File: src/rtl/addsub_pkg.sv
package addsub_pkg;
  localparam int WORD_W = 32;
  localparam int FLAG_N = 6;

  typedef enum logic [3:0] {
    OP_ADD  = 4'd0,
    OP_ADC  = 4'd1,
    OP_SUB  = 4'd2,
    OP_SBB  = 4'd3,
    OP_INC  = 4'd4,
    OP_DEC  = 4'd5,
    OP_NEG  = 4'd6,
    OP_CMP  = 4'd7,
    OP_XADD = 4'd8
  } op_e;

  localparam logic [1:0] SZ_B = 2'd0;
  localparam logic [1:0] SZ_H = 2'd1;
  localparam logic [1:0] SZ_W = 2'd2;

  typedef struct packed {
    logic pf;
    logic af;
    logic of;
    logic sf;
    logic zf;
    logic cf;
  } flags_t;

  function automatic logic [WORD_W-1:0] size_mask(input logic [1:0] sz);
    case (sz)
      SZ_B:    size_mask = WORD_W'(8'hff);
      SZ_H:    size_mask = WORD_W'(16'hffff);
      default: size_mask = '1;
    endcase
  endfunction
endpackage

File: src/rtl/ias_operand_sel.sv
module ias_operand_sel
  import addsub_pkg::*;
#(
  parameter int DW = WORD_W
) (
  input  logic [3:0]    op_i,
  input  logic [DW-1:0] dst_i,
  input  logic [DW-1:0] src_i,
  input  logic          imm8_i,
  input  logic          carry_i,
  output logic [DW-1:0] a_o,
  output logic [DW-1:0] b_o,
  output logic          cin_o,
  output logic          is_sub_o,
  output logic          legal_o,
  output logic          we_o,
  output logic          old_we_o,
  output logic          keep_cf_o
);
  logic [DW-1:0] src_e;

  assign src_e = imm8_i ? {{(DW-8){src_i[7]}}, src_i[7:0]} : src_i;

  always_comb begin
    a_o       = dst_i;
    b_o       = src_e;
    cin_o     = 1'b0;
    is_sub_o  = 1'b0;
    legal_o   = 1'b1;
    we_o      = 1'b1;
    old_we_o  = 1'b0;
    keep_cf_o = 1'b0;
    case (op_i)
      OP_ADD: ;
      OP_ADC: cin_o = carry_i;
      OP_SUB: begin
        b_o = ~src_e; cin_o = 1'b1; is_sub_o = 1'b1;
      end
      OP_SBB: begin
        // a + ~b + ~c == a - b - c
        b_o = ~src_e; cin_o = ~carry_i; is_sub_o = 1'b1;
      end
      OP_INC: begin
        b_o = DW'(1); keep_cf_o = 1'b1;
      end
      OP_DEC: begin
        b_o = ~DW'(1); cin_o = 1'b1; is_sub_o = 1'b1; keep_cf_o = 1'b1;
      end
      OP_NEG: begin
        a_o = '0; b_o = ~dst_i; cin_o = 1'b1; is_sub_o = 1'b1;
      end
      OP_CMP: begin
        b_o = ~src_e; cin_o = 1'b1; is_sub_o = 1'b1; we_o = 1'b0;
      end
      OP_XADD: old_we_o = 1'b1;
      default: begin
        legal_o = 1'b0; we_o = 1'b0;
      end
    endcase
  end
endmodule

File: src/rtl/ias_adder.sv
module ias_adder
  import addsub_pkg::*;
#(
  parameter int DW = WORD_W
) (
  input  logic [DW-1:0] a_i,
  input  logic [DW-1:0] b_i,
  input  logic          cin_i,
  input  logic          is_sub_i,
  input  logic [1:0]    size_i,
  output logic [DW-1:0] res_o,
  output logic          cf_o,
  output logic          af_o,
  output logic          of_o
);
  logic [DW-1:0] m, am, bm;
  logic [DW:0]   sum;
  logic          cw, c4, sa, sb, sr;

  always_comb begin
    m   = size_mask(size_i);
    am  = a_i & m;
    bm  = b_i & m;
    sum = {1'b0, am} + {1'b0, bm} + {{DW{1'b0}}, cin_i};
    res_o = sum[DW-1:0] & m;
    case (size_i)
      SZ_B: begin
        cw = sum[8];  sa = am[7];  sb = bm[7];  sr = sum[7];
      end
      SZ_H: begin
        cw = sum[16]; sa = am[15]; sb = bm[15]; sr = sum[15];
      end
      default: begin
        cw = sum[DW]; sa = am[DW-1]; sb = bm[DW-1]; sr = sum[DW-1];
      end
    endcase
    c4   = am[4] ^ bm[4] ^ sum[4];
    // subtraction runs as a + ~b + 1: carry out high means no borrow
    cf_o = is_sub_i ^ cw;
    af_o = is_sub_i ^ c4;
    of_o = (sa == sb) && (sr != sa);
  end
endmodule

File: src/rtl/ias_result_flags.sv
module ias_result_flags
  import addsub_pkg::*;
#(
  parameter int DW = WORD_W
) (
  input  logic [DW-1:0] res_i,
  input  logic [1:0]    size_i,
  output logic          zf_o,
  output logic          sf_o,
  output logic          pf_o
);
  always_comb begin
    zf_o = (res_i == '0);
    case (size_i)
      SZ_B:    sf_o = res_i[7];
      SZ_H:    sf_o = res_i[15];
      default: sf_o = res_i[DW-1];
    endcase
    pf_o = ~^res_i[7:0];
  end
endmodule

File: src/rtl/int_addsub_unit.sv
module int_addsub_unit
  import addsub_pkg::*;
#(
  parameter int DW = WORD_W,
  parameter int FN = FLAG_N
) (
  input  logic          clk_i,
  input  logic          rst_ni,
  input  logic          valid_i,
  input  logic [3:0]    op_i,
  input  logic [1:0]    size_i,
  input  logic [DW-1:0] dst_i,
  input  logic [DW-1:0] src_i,
  input  logic          imm8_i,
  input  logic          carry_i,
  output logic          valid_o,
  output logic [DW-1:0] res_o,
  output logic          we_o,
  output logic [DW-1:0] old_o,
  output logic          old_we_o,
  output logic [FN-1:0] flags_o,
  output logic [FN-1:0] mask_o
);
  logic [DW-1:0] a, b, sum_res;
  logic          cin, is_sub, legal, we_d, old_we_d, keep_cf;
  logic          cf, af, of, zf, sf, pf;
  flags_t        fl_d;
  logic [DW-1:0] res_d, old_d;
  logic [FN-1:0] mask_d;

  ias_operand_sel #(.DW(DW)) u_sel (
    .op_i(op_i), .dst_i(dst_i), .src_i(src_i), .imm8_i(imm8_i),
    .carry_i(carry_i), .a_o(a), .b_o(b), .cin_o(cin), .is_sub_o(is_sub),
    .legal_o(legal), .we_o(we_d), .old_we_o(old_we_d), .keep_cf_o(keep_cf)
  );

  ias_adder #(.DW(DW)) u_add (
    .a_i(a), .b_i(b), .cin_i(cin), .is_sub_i(is_sub), .size_i(size_i),
    .res_o(sum_res), .cf_o(cf), .af_o(af), .of_o(of)
  );

  ias_result_flags #(.DW(DW)) u_flg (
    .res_i(sum_res), .size_i(size_i), .zf_o(zf), .sf_o(sf), .pf_o(pf)
  );

  always_comb begin
    fl_d.pf = pf;
    fl_d.af = af;
    fl_d.of = of;
    fl_d.sf = sf;
    fl_d.zf = zf;
    fl_d.cf = keep_cf ? carry_i : cf;
    if (!legal) fl_d = '0;
    res_d  = legal ? sum_res : '0;
    old_d  = old_we_d ? (dst_i & size_mask(size_i)) : '0;
    mask_d = !legal ? '0 : (keep_cf ? {{(FN-1){1'b1}}, 1'b0} : '1);
  end

  always_ff @(posedge clk_i or negedge rst_ni) begin
    if (!rst_ni) begin
      valid_o  <= 1'b0;
      res_o    <= '0;
      we_o     <= 1'b0;
      old_o    <= '0;
      old_we_o <= 1'b0;
      flags_o  <= '0;
      mask_o   <= '0;
    end else begin
      valid_o <= valid_i;
      if (valid_i) begin
        res_o    <= res_d;
        we_o     <= we_d;
        old_o    <= old_d;
        old_we_o <= old_we_d;
        flags_o  <= fl_d;
        mask_o   <= mask_d;
      end else begin
        we_o     <= 1'b0;
        old_we_o <= 1'b0;
        mask_o   <= '0;
      end
    end
  end

  AST_CMP_NO_WRITE: assert property (@(posedge clk_i) disable iff (!rst_ni)
    valid_i && op_i == OP_CMP |=> !we_o && mask_o == '1);
  AST_INCDEC_KEEP_CARRY: assert property (@(posedge clk_i) disable iff (!rst_ni)
    valid_i && (op_i == OP_INC || op_i == OP_DEC)
    |=> !mask_o[0] && flags_o[0] == $past(carry_i));
  AST_NEG_MIN_BYTE: assert property (@(posedge clk_i) disable iff (!rst_ni)
    valid_i && op_i == OP_NEG && size_i == SZ_B && dst_i[7:0] == 8'h80
    |=> res_o == DW'(8'h80) && flags_o[3] && flags_o[0]);
  AST_BORROW_WORD: assert property (@(posedge clk_i) disable iff (!rst_ni)
    valid_i && (op_i == OP_SUB || op_i == OP_CMP) && size_i == SZ_W && !imm8_i
    |=> flags_o[0] == ($past(dst_i) < $past(src_i)));
  AST_SIGNED_LT_WORD: assert property (@(posedge clk_i) disable iff (!rst_ni)
    valid_i && op_i == OP_CMP && size_i == SZ_W && !imm8_i
    |=> (flags_o[2] ^ flags_o[3]) == ($signed($past(dst_i)) < $signed($past(src_i))));
  AST_XADD_OLD_WORD: assert property (@(posedge clk_i) disable iff (!rst_ni)
    valid_i && op_i == OP_XADD && size_i == SZ_W
    |=> we_o && old_we_o && old_o == $past(dst_i));
  AST_UNDEF_NO_WRITE: assert property (@(posedge clk_i) disable iff (!rst_ni)
    valid_i && op_i > 4'd8 |=> !we_o && !old_we_o && mask_o == '0);
endmodule

File: config.mk
export PLATFORM = sky130hd
export DESIGN_NAME = int_addsub_unit
export DESIGN_NICKNAME = d
export VERILOG_FILES = /design/src/rtl/addsub_pkg.sv /design/src/rtl/ias_operand_sel.sv /design/src/rtl/ias_adder.sv /design/src/rtl/ias_result_flags.sv /design/src/rtl/int_addsub_unit.sv
export SDC_FILE = /design/constraint.sdc
export NUM_CORES = 1
export LEC_CHECK = 0
export CAP_MARGIN = 20
export CORE_MARGIN = 5
export CORE_UTILIZATION = 50
export DETAILED_ROUTE_END_ITERATION = 8
export DONT_BUFFER_PORTS = 1
export PLACE_DENSITY_LB_ADDON = 0.15
export SLEW_MARGIN = 20
export SYNTH_ARGS = -nofsm -noshare
export SYNTH_HDL_FRONTEND = slang
export SYNTH_SLANG_ARGS = --single-unit
File: constraint.sdc
create_clock -name clk_i -period 1.14 [get_ports clk_i]
set_clock_uncertainty 0.15 [all_clocks]
set_input_delay 0.057 -clock clk_i [delete_from_list [all_inputs] [get_ports clk_i]]
set_output_delay 0.057 -clock clk_i [all_outputs]
set_load 0.005 [all_outputs]
-- Word-level counts from Yosys, hierarchy flattened
Index checks and enable logic that the tools add are counted.
- logic and storage cells: 66
- input port bits: 75
- flip-flop bits (word level): 79
- equal/unequal tests: 11
- add/sub/neg operators: 2
- bitwise gates (word level): 11
- reduce and logical (&&, ||, !) cells: 11
- muxes and demuxes: 24
- operators by type and width (cell ; count):
    32-bit AND ; 4
    32-bit two-way mux ; 4
    32-bit case mux with 4 select lines ; 1
    32-bit inverter ; 2
    32-bit case mux with 2 select lines ; 1
    32-bit by 32-bit adder with 33-bit output ; 1
    33-bit by 1-bit adder with 33-bit output ; 1
    32-bit logical NOT ; 1
    6-bit two-way mux ; 3
    4-bit by 3-bit equality test with 1-bit output (second input constant) ; 4
    1-bit case mux with 2 select lines ; 5
    1-bit two-way mux ; 9
    9-bit OR reduction ; 1
    4-bit by 2-bit equality test with 1-bit output (second input constant) ; 2
    8-bit OR reduction ; 1
    8-bit XNOR reduction ; 1
    5-bit OR reduction ; 1
    4-bit by 1-bit equality test with 1-bit output (second input constant) ; 1
    4-bit equality test (second input constant) ; 1
    4-bit logical NOT ; 1
    4-bit OR reduction ; 1
    1-bit XOR ; 4
    1-bit case mux with 3 select lines ; 1
    3-bit OR reduction ; 1
    7 further kinds ; 7

-- Longest topological paths before layout
Gate-level depths: netlist of run 1.
- depth in word-level cells: 10
- depth in mapped cells: 20

-- Hierarchy
From an unflattened synthesis of run 1, not the netlist that was laid out.
- cells, all modules: 802
- area total of the unflattened synthesis: 6832.8 sq um
- by module, submodules not included (module ; seq. area each (sq um) ; area each (sq um) ; times used ; cells an instance):
    int_addsub_unit ; 1876.8 ; 2778.9 ; 1 ; 199
    ias_adder ; 0.0 ; 2229.6 ; 1 ; 338
    ias_operand_sel ; 0.0 ; 1615.3 ; 1 ; 237
    ias_result_flags ; 0.0 ; 209.0 ; 1 ; 28

-- Least setup slack after synthesis of run 1
OpenSTA, ideal clock, no wires.
- path kind: input to register
- start: in op_i[2]
- end: reg flags_o[1]
- data required time: 894 ps
- library setup time: 96 ps
- stages on the path: 17
- path buffers: 3
- arrival time: 4226 ps
- slack: -3331 ps
- path through: clkbuf_1 -> nor2b_1 -> nand3_1 -> clkbuf_1 -> clkbuf_1 -> and2_1 -> fa_1 -> fa_1 -> a21o_2 -> a221o_2 -> nand4_4 -> a21oi_2 -> or2_4 -> or2_1 -> a311o_1 -> o41a_1 -> o32ai_2
- cells in the longest elaborated chain, start to end: 9
- elaborated cells on any way between the ends: 23
- those cells by class: add/sub (2); eq/ne (8); mux (5); bitwise (3); reduce/logical (5)
- RTL lines (item ; RTL line ; source):
    start, declared ; int_addsub_unit.sv:10 ; input logic [3:0] op_i,
    4-bit by 3-bit equality test with 1-bit output / 4-bit by 2-bit equality test with 1-bit output (equally long branches) ; ias_operand_sel.sv:33 ; case (op_i)
    3-bit OR reduction (no source line) ; -- ;
    32-bit case mux with 4 select lines ; ias_operand_sel.sv:33 ;
    32-bit AND ; ias_adder.sv:23 ; bm = b_i & m;
    32-bit by 32-bit adder with 33-bit output ; ias_adder.sv:24 ; sum = {1'b0, am} + {1'b0, bm} + {{DW{1'b0}}, cin_i};
    33-bit by 1-bit adder with 33-bit output ; ias_adder.sv:24 ;
    32-bit AND ; ias_adder.sv:25 ; res_o = sum[DW-1:0] & m;
    32-bit logical NOT ; ias_result_flags.sv:13 ; zf_o = (res_i == '0);
    6-bit two-way mux (*) ; int_addsub_unit.sv:53 ; if (!legal) fl_d = '0;
    end signal, assigned ; int_addsub_unit.sv:75 ; flags_o <= fl_d;
    end, declared ; int_addsub_unit.sv:21 ; output logic [FN-1:0] flags_o,
Mark *: on every way between the ends. The rest lies on a longest branch, timed or not.
A chain may end at the register's enable or synchronous reset.

-- Final worst setup path of run 1
- start: in op_i[0]
- end: reg flags_o[1]
The elaborated chain is that of the path after synthesis.

==> metrics, run 1 <==
root buffer selected by CTS sky130_fd_sc_hd__clkbuf_16; net count of the finished layout 1,070; largest net degree at the start of global routing 76; Fin Setup TNS -63.72 ns; DRC marker count from the first detailed-route iteration 782; sum of buffers and inverters on the critical path 0; number of instances in the synthesized netlist 717; pre-CTS WS -2.934 ns; element type at the critical path end flip-flop; chip height 120.7 µm; violations in the final reports negative hold slack, negative setup slack; final weighted congestion in routability-driven placement 0.9262; num ports 154; Worst path depth 18; data required time at the worst endpoint 1.25 ns; kind of path behind the tightest hold check primary input to asynchronous set/reset pin; data arrival time at the worst-slack endpoint 3.87 ns; critical path peak fanout 7; RSZ-0062 raised after global routing true; number of placement rows 40; fill cell instance count of the final layout 720; Detailed Place HPWL 17,600 µm; startpoint types primary input; width of the die 120.7 µm; proportion of synthesized flip-flops having asynchronous set or reset 1.000; number of global-route vias before repair 7,172; Via Count 7,447; clock sink count 75; number of antenna repair diodes 0; cells along the critical path nand2b_1 -> nand2_2 -> nor2_1 -> nor2_1 -> o21ai_1 -> fa_2 -> fa_2 -> a21o_2 -> a221o_2 -> xnor2_2 -> ha_1 -> nand4_1 -> a211o_1 -> a31o_1 -> nor4_4 -> o2111ai_2 -> a2111o_1 -> o32ai_2; maximum buffer depth of the clock tree 2; Final Max Slew Viols 0; number of CTS-inserted buffers 9; synthesized cell area 6123 µm²; initial antenna violation count 0; largest stage delay on the critical path 0.41 ns; grt total ovfl 0; Final Hold Slack -0.7603 ns; CTS tree done; r2r setup slk 0.12 ns; utilization after layout 0.8177; number of storage elements in the synthesis netlist 75; sequential standard cell area 1877 µm²; final-report hold violation count 77; post-layout min period 3.756 ns; worst slew margin relative to its limit 0.4631; FF-to-FF path depth 1; floorplan die area 14,560 µm²; synthesis-to-finish area growth 60.40%; Max Cap Viol 0; outcome finished, violations left; Yosys warnings 0; first-pass GRT wire length 38,090 µm; worst vdd ir 0.8931 mV; first-pass iteration count of the detailed router 5; Total Routing Usage GR 0.3303; routed length per instance 24.07 µm; post-synth cell types 78; total number of H-tree levels 3; pwr dens 1225 nW/µm²; # setup viols final 38; Top Family by Delay on Critical Path compound AO/OA/AOI/OAI gates; input/output buffers 0; ratio of final minimum period to clock period 3.294; area of combinational cells with multiple inputs 4881 µm²; Pleak 4.519 nW; share of the yosys chip area belonging to registers 0.3065; via-per-instance ratio 6.709; Clk pin slew, worst setup/hold paths 0.07 ns; highest-delay cell along the critical path sky130_fd_sc_hd__a221o_2; setup slack after layout -2.616 ns; number of placed instances, taps included 1,014; source-to-sink clock delay at the later pin of the worst-skew pair 0.35 ns; total nets after synthesis 829; final cell count without fillers 1,110; Antenna Violating Nets Remaining 0; Residual DRC 0; Total Wirelength 26,720 µm; fraction of final layout cells with drive strength greater than 1 0.4185; fmax 266.3 MHz; classification of the worst setup path primary input to flip-flop; Initial Utilization 0.5098; top flip-flop cell by instance count after synthesis sky130_fd_sc_hd__dfrtp_1; Post-synth EDFFs 0; overall power 12.03 mW; core region area 12,010 µm²; Worst Max-Slew Pin Slew 0.7969 ns; Avg Inst Size Synth 8.540 µm²
[Yosys cell counts (13+ instances only)]
library cell,n,area (µm²)
sky130_fd_sc_hd__a21oi_1,62,310.3
sky130_fd_sc_hd__a21o_1,16,120.1
sky130_fd_sc_hd__dfrtp_1,75,1877
sky130_fd_sc_hd__and2_1,21,131.4
sky130_fd_sc_hd__nand2_1,46,172.7
sky130_fd_sc_hd__inv_1,13,48.80
sky130_fd_sc_hd__o2bb2ai_1,24,210.2
sky130_fd_sc_hd__clkbuf_1,42,157.7
sky130_fd_sc_hd__xnor2_1,13,113.9
sky130_fd_sc_hd__a31oi_1,20,125.1
sky130_fd_sc_hd__a22o_1,42,367.9
sky130_fd_sc_hd__o21ai_0,55,275.3
sky130_fd_sc_hd__nand3_1,16,80.08
sky130_fd_sc_hd__nor2_1,45,168.9
sky130_fd_sc_hd__and3_1,26,162.7
sky130_fd_sc_hd__ha_1,35,437.9
sky130_fd_sc_hd__a311oi_1,17,148.9
[repair_timing]
item / CTS / global route
pin swaps: 34 / 81
gates resized for setup: 106 / 115
setup endpoints to repair: 38 / 74
gates cloned: 1 / 1
buffers inserted: 20 / 25
hold endpoints to repair: 139 / 78
hold buffers: 39 / 1
[flip-flops by register name (all words and copies together), names as in the netlist]
name	count
res_o	32
old_o	32
old_we_o	1
flags_o	6
we_o	1
valid_o	1
mask_o	2
[power breakdown]
part           leakage (nW)  total [mW]  internal [mW]  switching, mW
Combinational          3.35        5.82           2.99           2.84
Clock                 0.152        3.11           1.76           1.35
Sequential             1.01        3.10           2.88          0.225
[routing by layer]
| layer | GRT usage | vias up | wire (µm) |
|---|---|---|---|
| met5 | 0 | - | 0 |
| met4 | 0.1204 | 0 | 913 |
| met3 | 0.07390 | 93 | 2374 |
| met2 | 0.5557 | 467 | 13060 |
| met1 | 0.4158 | 3624 | 10370 |
| li1 | - | 3263 | - |
[logic make-up (layout without fill, tap and decap cells)]
group,after synthesis,count (layout),share of synthesized area
adders and majority gates,37,37,0.07806
xor gates and xnor gates,25,25,0.03576
AOI/OAI and AO/OA,309,309,0.3562
muxes,5,5,0.008378
DFF,75,75,0.3065
and+or+nand+nor,200,200,0.1716
buffers and inverters,66,312,0.04352
[layout by cell type, fill, tap and decap left out, drive strengths merged, types with 5 or more instances in the layout]
cell type,Yosys,layout
a211oi,11,11
a21o,18,18
a21oi,63,63
a22o,42,42
a311oi,17,17
a31oi,20,20
and2,22,22
and3,28,28
and4,5,5
buf,9,240
clkbuf,42,10
dfrtp,75,75
dlygate4sd3,0,39
ha,35,35
inv,15,20
nand2,46,46
nand3,16,16
nand4,6,6
nor2,45,45
nor2b,5,5
nor3,8,8
nor4,5,5
o211ai,8,8
o21a,6,6
o21ai,58,58
o2bb2ai,24,24
xnor2,13,13
xor2,12,12
[worst paths after layout]
path                                  from         end
worst max-delay path               op_i[0]  flags_o[1]
min in group clk_i                 op_i[3]  flags_o[4]
worst min register to register    res_o[6]    res_o[6]
worst min-delay path                rst_ni  flags_o[2]
worst max register to register  flags_o[0]  flags_o[0]
max in group asynchronous           rst_ni    old_o[8]
[cell type report]
class,count,share of cell area
Timing Repair Buffer,281,0.2555
Multi-Input combinational cell,576,0.4969
Sequential cell,75,0.1911
Clock buffer,9,0.02293
Tap cell,147,0.01873
Inverter,15,0.005732
Clock inverter,7,0.009045
[stage by stage]
| step | hold WS (ns) | instance area [µm²] |
|---|---|---|
| 2_1_floorplan | -0.3886 | 6230 |
| 3_3_place_gp | -0.3868 | 7776 |
| 3_5_place_dp | -0.3868 | 7776 |
| 4_1_cts | -0.7709 | 9115 |
| 5_1_grt | -0.7730 | 9822 |
| 6_report | -0.7603 | 9822 |
(Power assumes the default switching activity.)
==> run 2, diff against run 1 <==
- CELL_PAD_IN_SITES_DETAIL_PLACEMENT: default -> 0
- CELL_PAD_IN_SITES_GLOBAL_PLACEMENT: default -> 2
- CORE_UTILIZATION: 50 -> 38
- SYNTH_HIERARCHICAL: default -> 1
==> run 2 against run 1 <==
  * The run still ends with negative hold slack, negative setup slack left
  * Cell count increased by 15%
  * Routed wire length decreased by 10%
  * Non-clock buffer count grew 8
  * Critical path type unchanged
  * Largest power group unchanged
==> metrics, run 2 <==
outcome finished, violations left; violations in the final reports negative hold slack, negative setup slack; fmax 295.1 MHz (+11%); first-pass iteration count of the detailed router 4 (-1); number of storage elements in the synthesis netlist 75 (unchanged); Via Count 6,932 (-6.9%); DRC marker count from the first detailed-route iteration 288 (-63%); multiplexer share of the synthesized area 0.05750 (+0.04912); Post-synth EDFFs 0 (unchanged); proportion of synthesized flip-flops having asynchronous set or reset 1.000 (unchanged); Initial Utilization 0.3830 (-0.1268); Top Family by Delay on Critical Path compound AO/OA/AOI/OAI gates; number of placement rows 49 (+23%); via-per-instance ratio 5.433 (-19%); largest stage delay on the critical path 0.45 ns (+0.04 ns); adder-cell share of the synthesized area 0.06995 (-0.008104); share of the yosys chip area belonging to registers 0.2747 (-0.03182); ratio of final minimum period to clock period 2.973 (-0.3215); num ports 154 (unchanged); final-report hold violation count 75 (-2.6%); fraction of final layout cells with drive strength greater than 1 0.4288 (+0.01036); Internal Dissipation 8.359 mW (+9.7%); Antenna Violating Nets Remaining 0 (unchanged); synthesis-to-finish area growth 54.06%; chip height 144.1 µm (+19%); Detailed Place HPWL 17,270 µm (-1.9%); worst slew margin relative to its limit 0.6347 (+0.1715); final cell count without fillers 1,276 (+15%); Clk pin slew, worst setup/hold paths 0.06 ns (about the same); Worst Max-Slew Pin Slew 0.5480 ns (-0.2489 ns); source-to-sink clock delay at the later pin of the worst-skew pair 0.34 ns (about the same); largest net degree at the start of global routing 76 (unchanged); fraction of power consumed by sequential logic 0.248 (-0.010); Total Routing Usage GR 0.2274 (-0.1029); start point of the critical path op_i[0]; part of the total power dissipated in the clock network 0.292 (+0.034); maximum buffer depth of the clock tree 2 (unchanged); Yosys top cell area share 0.2747 (-0.03182); total number of H-tree levels 3 (unchanged); synthesized cell area 6833 µm² (+12%); most common library cells after synthesis sky130_fd_sc_hd__dfrtp_1, sky130_fd_sc_hd__nor2_1, sky130_fd_sc_hd__nand2_1; Residual DRC 0 (unchanged); Final Hold Slack -0.7490 ns (+0.01127 ns); start of the worst register-to-register path res_o[15]; data required time at the worst endpoint 1.27 ns (+0.02 ns); number of instances in the synthesized netlist 802 (+12%); cells along the critical path or3b_4 -> a21oi_2 -> a211oi_2 -> nor2b_1 -> ha_1 -> a22o_1 -> or4_4 -> buf_4 -> o21ai_2 -> a21oi_2 -> o31a_1 -> mux2i_1 -> a211o_1 -> nor4_2 -> nand3_1 -> nor2_1 -> a22o_1; data arrival time at the worst-slack endpoint 3.52 ns (-0.35 ns); Pleak 4.850 nW (+7.3%); highest-delay cell along the critical path sky130_fd_sc_hd__or4_4; core region area 17,840 µm² (+49%); sum of buffers and inverters on the critical path 1 (+1); # setup viols final 38 (unchanged); Avg Inst Size Synth 8.520 µm² (-0.24%); number of CTS-inserted buffers 9 (unchanged); width of the die 144.1 µm (+19%); simple-gate area share of the yosys netlist 0.2139 (+0.04224); Yosys warnings 6 (+6); number of global-route vias before repair 7,382 (+2.9%); fraction of power spent switching nets 0.3211 (-0.04537); critical path peak fanout 6 (-1); initial antenna violation count 0 (unchanged); element type at the critical path end flip-flop; classification of the worst setup path primary input to flip-flop; Psw 3.954 mW (-10%); largest registers old_o x32, res_o x32, flags_o x6; worst vdd ir 0.8369 mV (-6.3%); largest area contributor in the netlist sky130_fd_sc_hd__dfrtp_1; synthesized-area fraction occupied by ao, oa, aoi and oai cells 0.2664 (-0.08972); grt total ovfl 0 (unchanged); post-layout min period 3.389 ns (-0.3665 ns); r2r setup slk 0.21 ns (+0.09 ns); leading cell types by total area after synthesis sky130_fd_sc_hd__dfrtp_1, sky130_fd_sc_hd__ha_1, sky130_fd_sc_hd__a22o_1, sky130_fd_sc_hd__mux2i_1, sky130_fd_sc_hd__nor2_1; top flip-flop cell by instance count after synthesis sky130_fd_sc_hd__dfrtp_1; Final Max Slew Viols 0 (unchanged); Worst path depth 17 (-1); total nets after synthesis 914 (+10%); floorplan die area 20,760 µm² (+43%); commonest non-fill, non-tap cells in the layout sky130_fd_sc_hd__buf_4, sky130_fd_sc_hd__dfrtp_1, sky130_fd_sc_hd__nor2_1; Total Wirelength 23,950 µm (-10%); clock sink count 75 (unchanged); synthesized-area fraction occupied by xor and xnor cells 0.03589 (+0.0001328); setup slack after layout -2.249 ns (+0.3665 ns); FF-to-FF path depth 1 (unchanged); post-synth cell types 70 (-10%); startpoint types primary input; fraction of power consumed by combinational cells 0.460 (-0.024); Fin Setup TNS -60.81 ns (+2.903 ns); utilization after layout 0.5900 (-0.2277); number of placed instances, taps included 1,190 (+17%); final weighted congestion in routability-driven placement 0.8850 (-4.4%); net count of the finished layout 1,154 (+7.9%); RSZ-0062 raised after global routing true; kind of path behind the tightest hold check primary input to asynchronous set/reset pin; root buffer selected by CTS sky130_fd_sc_hd__clkbuf_16; CTS tree done; routed length per instance 18.77 µm (-22%); input/output buffers 0 (unchanged); number of antenna repair diodes 0 (unchanged); main combinational cell family by area after synthesis compound AO/OA/AOI/OAI gates; Max Cap Viol 0 (unchanged); most common library cell in the layout ignoring fill and taps sky130_fd_sc_hd__buf_4; first-pass GRT wire length 37,650 µm (-1.2%); pwr dens 1170 nW/µm² (-4.5%)
run 2: cell count changes in the layout (fill, tap and decap cells not counted), moves of 22 or more:
cell and delta:
sky130_fd_sc_hd__nor2_1 +27, sky130_fd_sc_hd__inv_1 +32, sky130_fd_sc_hd__mux2i_1 +27, sky130_fd_sc_hd__nor2b_1 +31, sky130_fd_sc_hd__a21oi_1 -22, sky130_fd_sc_hd__and3_1 -26, sky130_fd_sc_hd__o21ai_0 -28
run 2: cells by family after synthesis:
family	count (synthesis)
compound gates	227
simple gates	287
xor+xnor	28
flops	75
buf+inv	110
fa+ha+maj	37
mux	38
run 2: path summary, 6_finish.rpt:
path	endpoint
max in group asynchronous	flags_o[5]
min	old_o[29]
max reg2reg	res_o[15]
min in group clk_i	old_o[15]
max	flags_o[1]
min reg2reg	res_o[29]
run 2: power by group through the flow:
stage	registers (mW)	logic (mW)	clock network [mW]
floorplan	3.07	2.67	0
global placement	3.10	4.39	0
detailed placement	3.10	4.43	0
CTS	3.06	5.30	3.63
global route	3.08	6.13	3.78
finish	3.05	5.66	3.60
run 2: layout make-up:
class                           count  area, µm²
Clock buffer                       10      229.0
Sequential cell                    75       1877
Clock inverter                      6      137.6
Tap cell                          229      286.5
Multi-Input combinational cell    618       5271
Timing Repair Buffer              289       2536
Fill cell                        1598       7315
Inverter                           49      188.9
run 2: through the flow:
step / hold slack, ns / worst slack (ns) / area, µm² / power [mW]
6_report: -0.7490 / -2.249 / 10530 / 12.31
2_1_floorplan: -0.3886 / -2.774 / 7005 / 5.743
5_1_grt: -0.7632 / -2.411 / 10530 / 12.99
3_3_place_gp: -0.3868 / -2.975 / 8593 / 7.489
4_1_cts: -0.7583 / -2.203 / 10060 / 11.99
3_5_place_dp: -0.3859 / -2.952 / 8593 / 7.537
run 2: per-layer routing:
metal / share of wire / up-vias / wire length (µm) / track usage
li1: - / 3338 / - / -
met1: 0.39 / 3423 / 9434 / 0.2523
met2: 0.54 / 138 / 12940 / 0.4353
met3: 0.041 / 33 / 983 / 0.04431
met4: 0.025 / 0 / 593 / 0.06789
met5: 0 / - / 0 / 0
run 2: repair_timing:
action	CTS	global route
hold buffers	41	1
buffers inserted	32	25
gates cloned	0	4
resized for setup	113	80
hold endpoints to repair	115	76
setup endpoints to repair	38	73
pin swaps	69	75
